<file path="src/rtl/spi_port_pkg.sv">
package spi_port_pkg;
   localparam int unsigned REG_W    = 8;
   localparam int unsigned REG_AW   = 2;
   localparam logic [1:0]  A_CTRL   = 2'd0;
   localparam logic [1:0]  A_STAT   = 2'd1;
   localparam logic [1:0]  A_DATA   = 2'd2;

   typedef struct packed {
      logic       ie;
      logic       en;
      logic       mst;
      logic [1:0] spare;
      logic [2:0] rate;
   } ctrl_t;
endpackage

</file>
<file path="src/rtl/spi_sync.sv">
module spi_sync #(
   parameter int unsigned W      = 1,
   parameter int unsigned STAGES = 2
) (
   input  logic         clk,
   input  logic         rst_n,
   input  logic [W-1:0] d,
   output logic [W-1:0] q
);
   if (STAGES < 2) begin : g_bad_stages
      $error("spi_sync: STAGES must be at least 2");
   end

   logic [W-1:0] chain [STAGES];

   for (genvar s = 0; s < STAGES; s++) begin : g_stage
      always_ff @(posedge clk or negedge rst_n) begin
         if (!rst_n) chain[s] <= '0;
         else if (s == 0) chain[s] <= d;
         else chain[s] <= chain[(s == 0) ? 0 : s-1];
      end
   end

   assign q = chain[STAGES-1];
endmodule

</file>
<file path="src/rtl/spi_rate_gen.sv">
module spi_rate_gen #(
   parameter int unsigned SEL_W  = 3,
   parameter int unsigned MIN_SH = 2,
   parameter int unsigned MAX_SH = 7,
   localparam int unsigned SPAN  = MAX_SH - MIN_SH,
   localparam int unsigned CW    = (MAX_SH > 1) ? MAX_SH - 1 : 1
) (
   input  logic             clk,
   input  logic             rst_n,
   input  logic             run,
   input  logic [SEL_W-1:0] sel,
   output logic             tick
);
   if (MIN_SH < 2 || MAX_SH < MIN_SH) begin : g_bad_range
      $error("spi_rate_gen: need 2 <= MIN_SH <= MAX_SH");
   end

   logic [CW-1:0] half_m1;
   logic [CW-1:0] cnt;

   if (SPAN == 0) begin : g_fixed
      assign half_m1 = CW'((1 << (MIN_SH - 1)) - 1);
   end else begin : g_prog
      always_comb begin
         int unsigned sh;
         sh = (int'(sel) > int'(SPAN)) ? SPAN : int'(sel);
         half_m1 = CW'((1 << (MIN_SH - 1 + sh)) - 1);
      end
   end

   always_ff @(posedge clk or negedge rst_n) begin
      if (!rst_n)              cnt <= '0;
      else if (!run)           cnt <= '0;
      else if (cnt == half_m1) cnt <= '0;
      else                     cnt <= cnt + 1'b1;
   end

   assign tick = run && (cnt == half_m1);
endmodule

</file>
<file path="src/rtl/spi_shift_core.sv">
module spi_shift_core #(
   parameter int unsigned DW = 8,
   localparam int unsigned CW = $clog2(DW + 1)
) (
   input  logic          clk,
   input  logic          rst_n,
   input  logic          clear,
   input  logic          load,
   input  logic [DW-1:0] load_val,
   input  logic          sample_en,
   input  logic          shift_en,
   input  logic          sin,
   output logic          sout,
   output logic [CW-1:0] cnt,
   output logic          done,
   output logic [DW-1:0] word
);
   logic [DW-1:0] sreg;
   logic          samp;

   assign word = {sreg[DW-2:0], samp};
   assign sout = sreg[DW-1];
   assign done = shift_en && !load && !clear && (cnt == CW'(DW - 1));

   always_ff @(posedge clk or negedge rst_n) begin
      if (!rst_n) begin
         sreg <= '0;
         samp <= 1'b0;
         cnt  <= '0;
      end else if (load) begin
         sreg <= load_val;
         cnt  <= '0;
      end else if (clear) begin
         cnt  <= '0;
      end else begin
         if (sample_en) samp <= sin;
         if (shift_en) begin
            sreg <= word;
            cnt  <= (cnt == CW'(DW - 1)) ? '0 : cnt + 1'b1;
         end
      end
   end
endmodule

</file>
<file path="src/rtl/spi_port.sv">
module spi_port
   import spi_port_pkg::*;
#(
   parameter int unsigned DW       = 8,
   parameter int unsigned AW       = 2,
   parameter int unsigned SYNC_N   = 2,
   parameter int unsigned RATE_W   = 3,
   parameter int unsigned MIN_SH   = 2,
   parameter int unsigned MAX_SH   = 7,
   localparam int unsigned CW      = $clog2(DW + 1)
) (
   input  logic          clk,
   input  logic          rst_n,
   input  logic          bus_wr,
   input  logic          bus_rd,
   input  logic [AW-1:0] bus_addr,
   input  logic [DW-1:0] bus_wdata,
   output logic [DW-1:0] bus_rdata,
   output logic          irq,
   input  logic          sck_in,
   output logic          sck_out,
   input  logic          mosi_in,
   output logic          mosi_out,
   input  logic          miso_in,
   output logic          miso_out,
   input  logic          ss_n_in,
   output logic          mosi_force_in,
   output logic          miso_force_in,
   output logic          sck_force_in,
   output logic          ss_force_in
);
   if (DW != REG_W)   begin : g_bad_dw   $error("spi_port: DW must equal the register width"); end
   if (AW != REG_AW)  begin : g_bad_aw   $error("spi_port: AW must equal the address width"); end
   if (RATE_W != 3)   begin : g_bad_rate $error("spi_port: RATE_W must match the control field"); end

   ctrl_t         ctrl_q;
   logic          ctrl_en, ctrl_mst, ctrl_ie;
   logic          flag_q, wcol_q, seen_q;
   logic [DW-1:0] rx_hold;
   logic          m_busy, sck_q;
   logic          xfer_busy, core_done;
   logic [CW-1:0] bit_cnt;
   logic [DW-1:0] core_word;
   logic          core_sout;
   logic          tick;
   logic          sck_s, ss_n_s, mosi_s, sck_d, ss_act;
   logic          wr_ctrl, wr_data, rd_stat, acc_data;
   logic          start, load, collide, clear;
   logic          samp_en, shft_en, sin;

   assign ctrl_en  = ctrl_q.en;
   assign ctrl_mst = ctrl_q.mst;
   assign ctrl_ie  = ctrl_q.ie;

   // register decode
   assign wr_ctrl  = bus_wr && (bus_addr == A_CTRL);
   assign wr_data  = bus_wr && (bus_addr == A_DATA);
   assign rd_stat  = bus_rd && (bus_addr == A_STAT);
   assign acc_data = (bus_wr || bus_rd) && (bus_addr == A_DATA);

   // slave-side synchronisers
   spi_sync #(.W(3), .STAGES(SYNC_N)) u_sync (
      .clk   (clk),
      .rst_n (rst_n),
      .d     ({sck_in, ss_n_in, mosi_in}),
      .q     ({sck_s, ss_n_s, mosi_s})
   );

   always_ff @(posedge clk or negedge rst_n) begin
      if (!rst_n) sck_d <= 1'b0;
      else        sck_d <= sck_s;
   end

   assign ss_act = !ss_n_s;

   // busy and start decisions
   assign xfer_busy = ctrl_en && (ctrl_mst ? m_busy : (bit_cnt != '0));
   assign load      = wr_data && ctrl_en && !xfer_busy;
   assign start     = load && ctrl_mst;
   assign collide   = wr_data && ctrl_en && xfer_busy;
   assign clear     = !ctrl_en || (!ctrl_mst && !ss_act);

   // master clock generator
   spi_rate_gen #(.SEL_W(RATE_W), .MIN_SH(MIN_SH), .MAX_SH(MAX_SH)) u_rate (
      .clk   (clk),
      .rst_n (rst_n),
      .run   (m_busy && ctrl_en),
      .sel   (ctrl_q.rate),
      .tick  (tick)
   );

   always_ff @(posedge clk or negedge rst_n) begin
      if (!rst_n) begin
         m_busy <= 1'b0;
         sck_q  <= 1'b0;
      end else if (!ctrl_en || !ctrl_mst) begin
         m_busy <= 1'b0;
         sck_q  <= 1'b0;
      end else if (start) begin
         m_busy <= 1'b1;
         sck_q  <= 1'b0;
      end else if (tick) begin
         sck_q  <= !sck_q;
         if (core_done) m_busy <= 1'b0;
      end
   end

   // edge selection per mode
   always_comb begin
      if (ctrl_mst) begin
         samp_en = tick && !sck_q;
         shft_en = tick && sck_q;
         sin     = miso_in;
      end else begin
         samp_en = ss_act && sck_s && !sck_d;
         shft_en = ss_act && !sck_s && sck_d;
         sin     = mosi_s;
      end
   end

   spi_shift_core #(.DW(DW)) u_core (
      .clk       (clk),
      .rst_n     (rst_n),
      .clear     (clear),
      .load      (load),
      .load_val  (bus_wdata),
      .sample_en (samp_en),
      .shift_en  (shft_en),
      .sin       (sin),
      .sout      (core_sout),
      .cnt       (bit_cnt),
      .done      (core_done),
      .word      (core_word)
   );

   // control, status and receive holding
   always_ff @(posedge clk or negedge rst_n) begin
      if (!rst_n) begin
         ctrl_q  <= '0;
         flag_q  <= 1'b0;
         wcol_q  <= 1'b0;
         seen_q  <= 1'b0;
         rx_hold <= '0;
      end else begin
         if (wr_ctrl) ctrl_q <= ctrl_t'(bus_wdata);
         if (rd_stat && flag_q) seen_q <= 1'b1;
         if (acc_data && seen_q) begin
            flag_q <= 1'b0;
            wcol_q <= 1'b0;
            seen_q <= 1'b0;
         end
         if (collide)   wcol_q <= 1'b1;
         if (core_done) begin
            flag_q  <= 1'b1;
            rx_hold <= core_word;
         end
      end
   end

   always_comb begin
      unique case (bus_addr)
         A_CTRL:  bus_rdata = DW'(ctrl_q);
         A_STAT:  bus_rdata = {flag_q, wcol_q, {(DW-2){1'b0}}};
         A_DATA:  bus_rdata = rx_hold;
         default: bus_rdata = '0;
      endcase
   end

   assign irq           = ctrl_ie && flag_q;
   assign sck_out       = sck_q;
   assign mosi_out      = ctrl_mst ? core_sout : 1'b0;
   assign miso_out      = ctrl_mst ? 1'b0 : core_sout;
   assign miso_force_in = ctrl_en && ctrl_mst;
   assign mosi_force_in = ctrl_en && !ctrl_mst;
   assign sck_force_in  = ctrl_en && !ctrl_mst;
   assign ss_force_in   = ctrl_en && !ctrl_mst;
endmodule

</file>
<file path="config.mk">
export PLATFORM = sky130hd
export DESIGN_NAME = spi_port
export DESIGN_NICKNAME = d
export VERILOG_FILES = /design/src/rtl/spi_port_pkg.sv /design/src/rtl/spi_sync.sv /design/src/rtl/spi_rate_gen.sv /design/src/rtl/spi_shift_core.sv /design/src/rtl/spi_port.sv
export SDC_FILE = /design/constraint.sdc
export NUM_CORES = 1
export LEC_CHECK = 0
export BUFFER_PORTS_ARGS = -buffer_cell sky130_fd_sc_hd__buf_2
export CELL_PAD_IN_SITES_DETAIL_PLACEMENT = 1
export CELL_PAD_IN_SITES_GLOBAL_PLACEMENT = 1
export CORE_UTILIZATION = 46
export DETAILED_ROUTE_END_ITERATION = 8
export HOLD_SLACK_MARGIN = 0.05
export PLACE_DENSITY_LB_ADDON = 0.1
export SLEW_MARGIN = 30
export SYNTH_ARGS = -nofsm -noshare
export SYNTH_HDL_FRONTEND = slang
export SYNTH_SLANG_ARGS = --single-unit
export TNS_END_PERCENT = 30
</file>
<file path="constraint.sdc">
create_clock -name clk -period 7.3 [get_ports clk]
set_input_delay 1.825 -clock clk [delete_from_list [all_inputs] [get_ports clk]]
set_output_delay 1.825 -clock clk [all_outputs]
set_load 0.02 [all_outputs]
</file>
Word-level counts from Yosys, hierarchy flattened. Index checks and enable logic that the tools add are counted.

Equality and inequality tests: 5. Multiply operators: 0. Order comparisons: 1. Reduce and logical (&&, ||, !) cells: 50. Shift operators: 1. Muxes and demuxes: 29. Add/sub/neg operators: 4. Div/mod/pow operators: 0. Bitwise gates (word level): 2.

Operators by type and width (count): adder 1 x 32 -> 32 bit (first input constant) (1); left shift 1 x 32 -> 6 bit (first input constant) (1); logical AND 1 bit (26); 2-to-1 mux 8 bit (3); case mux 8 bit (3 select lines) (1); 2-to-1 mux 1 bit (18); 2-to-1 mux 4 bit (4); 2-to-1 mux 6 bit (2); logical NOT 1 bit (9); nonzero test 3 bit (3); nonzero test 2 bit (4); adder 6 x 1 -> 6 bit (second input constant) (1); equality test 6 bit (1); subtractor 6 x 2 -> 6 bit (second input constant) (1); adder 4 x 1 -> 4 bit (second input constant) (1); equality test 4 x 3 -> 1 bit (second input constant) (1); AND reduction 2 bit (2); nonzero test 4 bit (1); greater-than comparator 3 bit (second input constant) (1); logical OR 1 bit (3); 2-to-1 mux 3 bit (1); AND reduction 3 bit (1); equality test 2 x 1 -> 1 bit (second input constant) (1); equality test 2 bit (second input constant) (1); other kinds (3) (4).

Flip-flop bits (word level): 47. ROM bits: 0. RAM bits: 0. Word-level logic and storage cells: 110. Bits in latches: 0. Input port bits: 18. Output and inout bits: 16. Memories: 0.

Depth between registers and ports, before layout. Gate-level depths: netlist of run 1.

Depth after elaboration: 16. Mapped depth: 10. Mapped depth without buffers: 8.

Hierarchy. A second synthesis of run 1 with hierarchy kept.

Cells, all modules: 217. Area, all modules: 2563.7 sq um.

By module, submodules not included: spi_port (sequential area each 550.5 sq um, instances 1, cells each 95, area each 1134.8 sq um); spi_shift_core (sequential area each 325.3 sq um, instances 1, cells each 63, area each 749.5 sq um); spi_rate_gen (sequential area each 150.1 sq um, instances 1, cells each 50, area each 506.7 sq um); spi_sync (sequential area each 150.1 sq um, instances 1, cells each 9, area each 172.7 sq um).

Least setup slack after synthesis of run 1. OpenSTA, ideal clock, no wires.

Kind: input to output. Start: input port bus_addr[1]. End: output port bus_rdata[6]. Slack: 2.647 ns. Path buffers: 1. Cell stages on the path: 3. Arrival time: 2.828 ns. Required time: 5.475 ns. Cells stage by stage: buf_1 -> mux2i_1 -> o21ai_0.

Cells in the longest elaborated chain, start to end: 2. Elaborated cells between the ends (all ways): 4. Those cells by class: eq/ne (2); mux (1); reduce/logical (1).

RTL lines: start: declaration (RTL line spi_port.sv:16) `input logic [AW-1:0] bus_addr,`; equality test 2 bit, or another cell as far along (RTL line spi_port.sv:161) `unique case (bus_addr)`; case mux 8 bit (3 select lines) (*) (RTL line spi_port.sv:161); end: declaration (RTL line spi_port.sv:18) `output logic [DW-1:0] bus_rdata,`.

Mark *: on every way between the ends. The rest lies on a longest branch, timed or not.

Worst setup path in the final report of run 1. Ends and elaborated chain as after synthesis.

==> impl_metrics.toml, run 1 <==
[run_status]
outcome = "finished, final reports clean"

[cts]
cts_hold_buffers = 0
clk_latency_ps = 300
path_clk_slew_ps = 90
cts_root_buf = "clkbuf_8"
clockBufferDepth = 2
cts_tree = "built"
htreeDepth = 2
post_cts_buffers = 0
post_cts_resized = 0
cts_made_buffers = 5
cts.sinks = 47

[power_and_ir_drop]
power.total_uw = 649
p_per_area_nw_per_um2 = 232
vdd_ir_drop_max_uv = 150
leakage_uw = 0.00131

[job]
max_cap_violations = 0

[setup_path]
endpoint_kind = "primary output"
critPathArrivalTime_ps = 2660
path_common_cell = "buf_2"
crit_chain = "buf_2 > mux2i_1 > o21ai_0 > buf_2"
setup.worst_path.start_class = "input port"
critPathTopFamily = "buffers and inverters"
cp_num_buf_inv = 2
crit_slowest_cell = "buf_2"
slowest_delay_ps = 300
critPathKind = "in -> out"
worstPathRequired_ps = 5480
crit_path_max_fanout = 13

[sta]
setup_tns_ps = 0
period_needed_ps = 4490
worst_slew_pin_slew_ps = 611
fmaxAchievable_mhz = 223
rsz0062_at_grt = "no"
setup_viol = 0
max-slew-margin-rel = 0.593
slew_violations = 0
hold_viol = 0
post-route-period-util = 0.615
fin_skew_ps = 4.83

[drt]
final_antenna_net_count = 0
num_vias = 1820
via_per_inst = 5.50
wl_per_cell_um = 16.2
drc = 0
drt_iter0_markers = 89
totalWireLength_um = 5360
first_pass_iters = 4

[min_path]
hold_path.class = "reg -> reg"

[floorplanning]
fp.dieW_um = 76.0
dieArea_um2 = 5780
fp.coreArea_um2 = 5200
start_util = 0.484
rows = 26
top_level_ports = 34
fp.dieH_um = 76.0

[placement]
gp_congestion = 0.764
hpwl_um = 3800
port_buffers = 33

[final_layout]
final_util = 0.537
syn2layout_area_growth_pct = 11.0
diodes = 0
drive_gt1_frac = 0.264
nets = 282

[logic_synthesis]
synth_top_area_frac = 0.467
synth_nets = 255
ys_seq_area_frac = 0.467
synth-main-ff-cell = "dfrtp_1"
synth_edf_count = 0
synth_area_leaders = "dfrtp_1 (47%), mux2_2 (7.6%), mux2i_1 (5.2%), nand2b_1 (3.0%), nor3b_1 (3.0%)"
synth_cell_type_count = 46
ys_ff_latch = 47
synth_warnings = 0
synth_top_area_cell = "dfrtp_1"
syn_area_um2 = 2520
postSynthAreaPerCell_um2 = 10.8
synthArstFlopShare = 1.00
synthCells = 233

[grt]
grt.overflow.total = 0
grt_pass1_vias = 1979
antenna_found_initial = 0
grt_max_degree = 48
grt_first_pass_wirelength_um = 9540
grt_usage = 0.208
==> placed cells by master (no fill, tap or decap), types with 5 or more instances in the layout <==
master,instances
dfrtp_1,47
buf_2,32
nor2_1,19
mux2_2,17
mux2i_1,13
nand2b_1,12
nand2_1,11
nor3b_1,10
o21ai_0,9
o21a_1,8
o31a_1,8
nor3_1,6
nand3_1,6
and2_1,5
clkbuf_8,5
==> cells in the mapped netlist, types with 2 or more instances <==
cell,n
and2_1,5
and3_1,3
buf_4,2
buf_6,3
clkbuf_1,9
dfrtp_1,47
ha_1,4
inv_1,4
mux2_2,17
mux2i_1,13
nand2_1,11
nand2b_1,12
nand3_1,6
nor2_1,19
nor2b_1,4
nor3_1,6
nor3b_1,10
o21a_1,8
o21ai_0,9
o31a_1,8
o41ai_1,2
or2_2,2
xnor2_1,3
xor2_1,4
==> area by class of cell <==
class,count,area (um^2)
repair buffers,36,190
well taps,70,87.6
clock buffers,6,72.6
clock inverters,2,17.5
fillers,585,2410
inverters,4,15.0
flip-flops and latches,47,1180
multi-input cells,166,1240
==> worst reg2reg max path, cell delays in order, from the launching register on <==
cell      delay [ps]
dfrtp_1          550
and3b_2          260
ha_1             330
nor3_1           260
xor2_1           200
mux2i_1          400
nor4b_4           80
buf_4            240
o211ai_4         420
mux2_2           390
==> path summary, 6_finish.rpt <==
kind | start | slack, ps | cells after the start | end
worst max-delay path | bus_addr[1] | 2810 | 4 | bus_rdata[6]
worst min-delay path | u_sync.chain[3] | 360 | 0 | u_sync.q[0]
worst max register to register | ctrl_q[2] | 4080 | 9 | rx_hold[1]
worst min register to register | u_sync.chain[3] | 360 | 0 | u_sync.q[0]
max in group asynchronous | rst_n | 5370 | 1 | u_core.sreg[4]
min in group asynchronous | rst_n | 1520 | 1 | u_rate.cnt[3]
==> registers in the layout, summed over array words and instances, names as in the netlist <==
register      flops
u_rate.cnt        6
m_busy            1
seen_q            1
ctrl_en           1
u_core.cnt        4
ctrl_mst          1
u_core.samp       1
u_core.sreg       8
rx_hold           8
flag_q            1
sck_out           1
u_sync.chain      3
ctrl_ie           1
wcol_q            1
u_sync.q          3
ctrl_q            5
sck_d             1
==> power by group <==
part	switching (uW)	internal, uW	total [uW]
registers	37.6	298	335
clock network	94.8	69.0	164
logic	73.9	75.9	150
==> per-layer routing <==
layer | track usage | up-vias | share of wire
met1 | 0.267 | 918 | 0.48
met5 | 0 | - | 0
met4 | 0.0731 | 0 | 0.010
met2 | 0.351 | 23 | 0.49
li1 | - | 874 | -
met3 | 0.0383 | 5 | 0.021
==> cells by family (layout without fill, tap and decap cells) <==
family                     Yosys count  in the layout  share of synthesized area
adders and majority gates            4              4                     0.0199
muxes                               30             30                      0.128
and+or+nand+nor                     86             86                      0.199
AOI/OAI and AO/OA                   39             39                      0.121
xor gates and xnor gates             7              7                     0.0243
buffers and inverters               20             48                     0.0422
DFF                                 47             47                      0.467
==> through the flow <==
stage                     hold WS [ps]  instances  worst slack [ps]  cell area (um^2)
after floorplan                    331        233              2650              2520
after global placement             332        323              2850              2700
after detailed placement           336        323              2820              2710
after CTS                          359        331              2820              2800
after global routing               364        331              2750              2800
final                              355        331              2810              2800
(Power assumes the default switching activity.)
==> run 2, diff against run 1 <==
--- a/config.mk
+++ b/config.mk
@@ -5,10 +5,11 @@
 export SDC_FILE = /design/constraint.sdc
 export NUM_CORES = 1
 export LEC_CHECK = 0
+export ABC_AREA = 1
 export BUFFER_PORTS_ARGS = -buffer_cell sky130_fd_sc_hd__buf_2
 export CELL_PAD_IN_SITES_DETAIL_PLACEMENT = 1
 export CELL_PAD_IN_SITES_GLOBAL_PLACEMENT = 1
-export CORE_UTILIZATION = 46
+export CORE_UTILIZATION = 42
 export DETAILED_ROUTE_END_ITERATION = 8
 export HOLD_SLACK_MARGIN = 0.05
 export PLACE_DENSITY_LB_ADDON = 0.1
==> constraint.sdc (replaced) <==
create_clock -name clk -period 4.3 [get_ports clk]
set_input_delay 1.075 -clock clk [delete_from_list [all_inputs] [get_ports clk]]
set_output_delay 1.075 -clock clk [all_outputs]
set_load 0.02 [all_outputs]
==> impl_metrics.toml, run 2 <==
[sta]
worst_slew_pin_slew_ps = 611
period_needed_ps = 3140
post-route-period-util = 0.731
slew_violations = 0
setup_viol = 0
setup_tns_ps = 0
hold_viol = 0
rsz0062_at_grt = "no"
fin_skew_ps = 5.36
max-slew-margin-rel = 0.592
fmaxAchievable_mhz = 318

[cts]
path_clk_slew_ps = 80
cts.sinks = 47
cts_tree = "built"
post_cts_resized = 0
clk_latency_ps = 300
cts_made_buffers = 5
post_cts_buffers = 0
cts_hold_buffers = 0
cts_root_buf = "clkbuf_8"
clockBufferDepth = 2
htreeDepth = 2

[logic_synthesis]
synth_area_leaders = "dfrtp_1 (47%), nand2_1 (16%), inv_1 (5.7%), o21ai_0 (5.6%), nand3_1 (4.8%)"
synth_top_area_cell = "dfrtp_1"
synth_warnings = 0
syn_area_um2 = 2500
postSynthAreaPerCell_um2 = 7.87
synth-main-ff-cell = "dfrtp_1"
synth_top_area_frac = 0.470
synthArstFlopShare = 1.00
synthCells = 318
ys_ff_latch = 47
synth_nets = 340
yosysMostFrequentCell = "nand2_1"
ys_top_cells_by_count = "nand2_1 (104), dfrtp_1 (47), inv_1 (38)"
synth_edf_count = 0
ys_seq_area_frac = 0.470
synth_cell_type_count = 31

[setup_path]
crit_chain = "buf_2 > inv_1 > or2_4 > inv_1 > nand2_1 > o21ai_0 > buf_2"
slowest_delay_ps = 260
worstPathRequired_ps = 3220
crit_path_max_fanout = 8
setup.worst_path.start_class = "input port"
critPathTopFamily = "buffers and inverters"
cp_num_buf_inv = 4
critPathArrivalTime_ps = 2070
crit_slowest_cell = "or2_4"
endpoint_kind = "primary output"
critPathKind = "in -> out"

[drt]
via_per_inst = 5.00
drt_iter0_markers = 91
num_vias = 2105
totalWireLength_um = 6090
wl_per_cell_um = 14.5
final_antenna_net_count = 0
first_pass_iters = 4
drc = 0

[floorplanning]
top_level_ports = 34
fp.coreArea_um2 = 5610
fp.dieH_um = 79.2
start_util = 0.446
dieArea_um2 = 6270
fp.dieW_um = 79.2
rows = 27

[power_and_ir_drop]
leakage_uw = 0.00152
p_per_area_nw_per_um2 = 359
vdd_ir_drop_max_uv = 231
power.total_uw = 996

[final_layout]
drive_gt1_frac = 0.172
syn2layout_area_growth_pct = 10.8
largestRegisters = "rx_hold: 8 flops, u_core.sreg: 8 flops, u_rate.cnt: 6 flops"
nets = 371
layout_commonest_cell = "nand2_1"
diodes = 0
mostFrequentLayoutCells = "nand2_1 (104), dfrtp_1 (47), inv_1 (38)"
layout.cells.non_filler = 421

[placement]
port_buffers = 33
gp_congestion = 0.781
place_inst = 414
hpwl_um = 4590

[job]
max_cap_violations = 0

[grt]
grt_first_pass_wirelength_um = 10500
grt_max_degree = 48
grt.overflow.total = 0
antenna_found_initial = 0
grt_pass1_vias = 2103
grt_usage = 0.219

[run_status]
outcome = "finished, final reports clean"

[min_path]
hold_path.class = "reg -> reg"
==> run 2: changes by cell type in the layout (fill, tap and decap cells not counted), sizes merged, moves of 8 or more <==
cell    previous run  this run
mux2              17         0
nor3b             11         2
nand2             11       109
nand2b            12         0
o21ai              9        29
o31a               8         0
o21a               8         0
inv                4        41
nand3              6        28
mux2i             13         0
nand4              0        10
==> run 2: logic make-up (layout without fill, tap and decap cells) <==
logic type / count (synthesis) / count (layout) / synth area share
fa+ha+maj: 4 / 4 / 0.0200
simple gates: 179 / 179 / 0.333
buf+inv: 50 / 81 / 0.0930
flops: 47 / 47 / 0.470
xor+xnor: 1 / 1 / 0.00350
compound gates: 37 / 37 / 0.0805
==> run 2: final cells by class <==
class / count / area [um^2]
repair buffers: 33 / 168
clock inverters: 1 / 5.00
flip-flops and latches: 47 / 1180
inverters: 41 / 156
clock buffers: 6 / 82.6
well taps: 72 / 90.1
fillers: 732 / 2840
multi-input cells: 221 / 1090
==> run 2: path summary, 6_finish.rpt <==
path,cells after the start,slack (ps),endpoint,startpoint
worst min register to register,0,360,u_sync.q[0],u_sync.chain[3]
max in group asynchronous,1,3110,rx_hold[4],rst_n
worst min-delay path,0,360,u_sync.q[0],u_sync.chain[3]
min in group asynchronous,1,780,u_rate.cnt[0],rst_n
worst max register to register,15,1910,m_busy,ctrl_q[1]
worst max-delay path,7,1160,bus_rdata[2],bus_addr[1]
==> run 2: through the flow <==
step	util	hold WS [ps]	setup WS, ps	instance area (um^2)
final	0.494	357	1160	2770
after global routing	0.494	364	1060	2770
after CTS	0.494	361	1140	2770
after detailed placement	0.479	340	1140	2680
after global placement	0.478	333	1190	2680
after floorplan	-	331	1340	2500
==> run 2: power by group <==
group / internal, uW / switching [uW]
logic: 66.6 / 136
registers: 479 / 43.2
clock network: 126 / 144
total: 672 / 323
==> run 2: worst register-to-register path: cells and delay by family, from the launching register on <==
kind / cells / cell delay [ps]
AND/OR/NAND/NOR: 13 / 1470
flip-flops: 1 / 420
adder cells (fa/ha/maj): 1 / 300
buffers and inverters: 1 / 80
==> run 2: layer usage <==
layer / up-vias / wire length [um] / GRT usage
met1: 1001 / 3030 / 0.305
li1: 1074 / - / -
met4: 0 / 50 / 0.0600
met2: 26 / 2850 / 0.353
met5: - / 0 / 0
met3: 4 / 154 / 0.0345
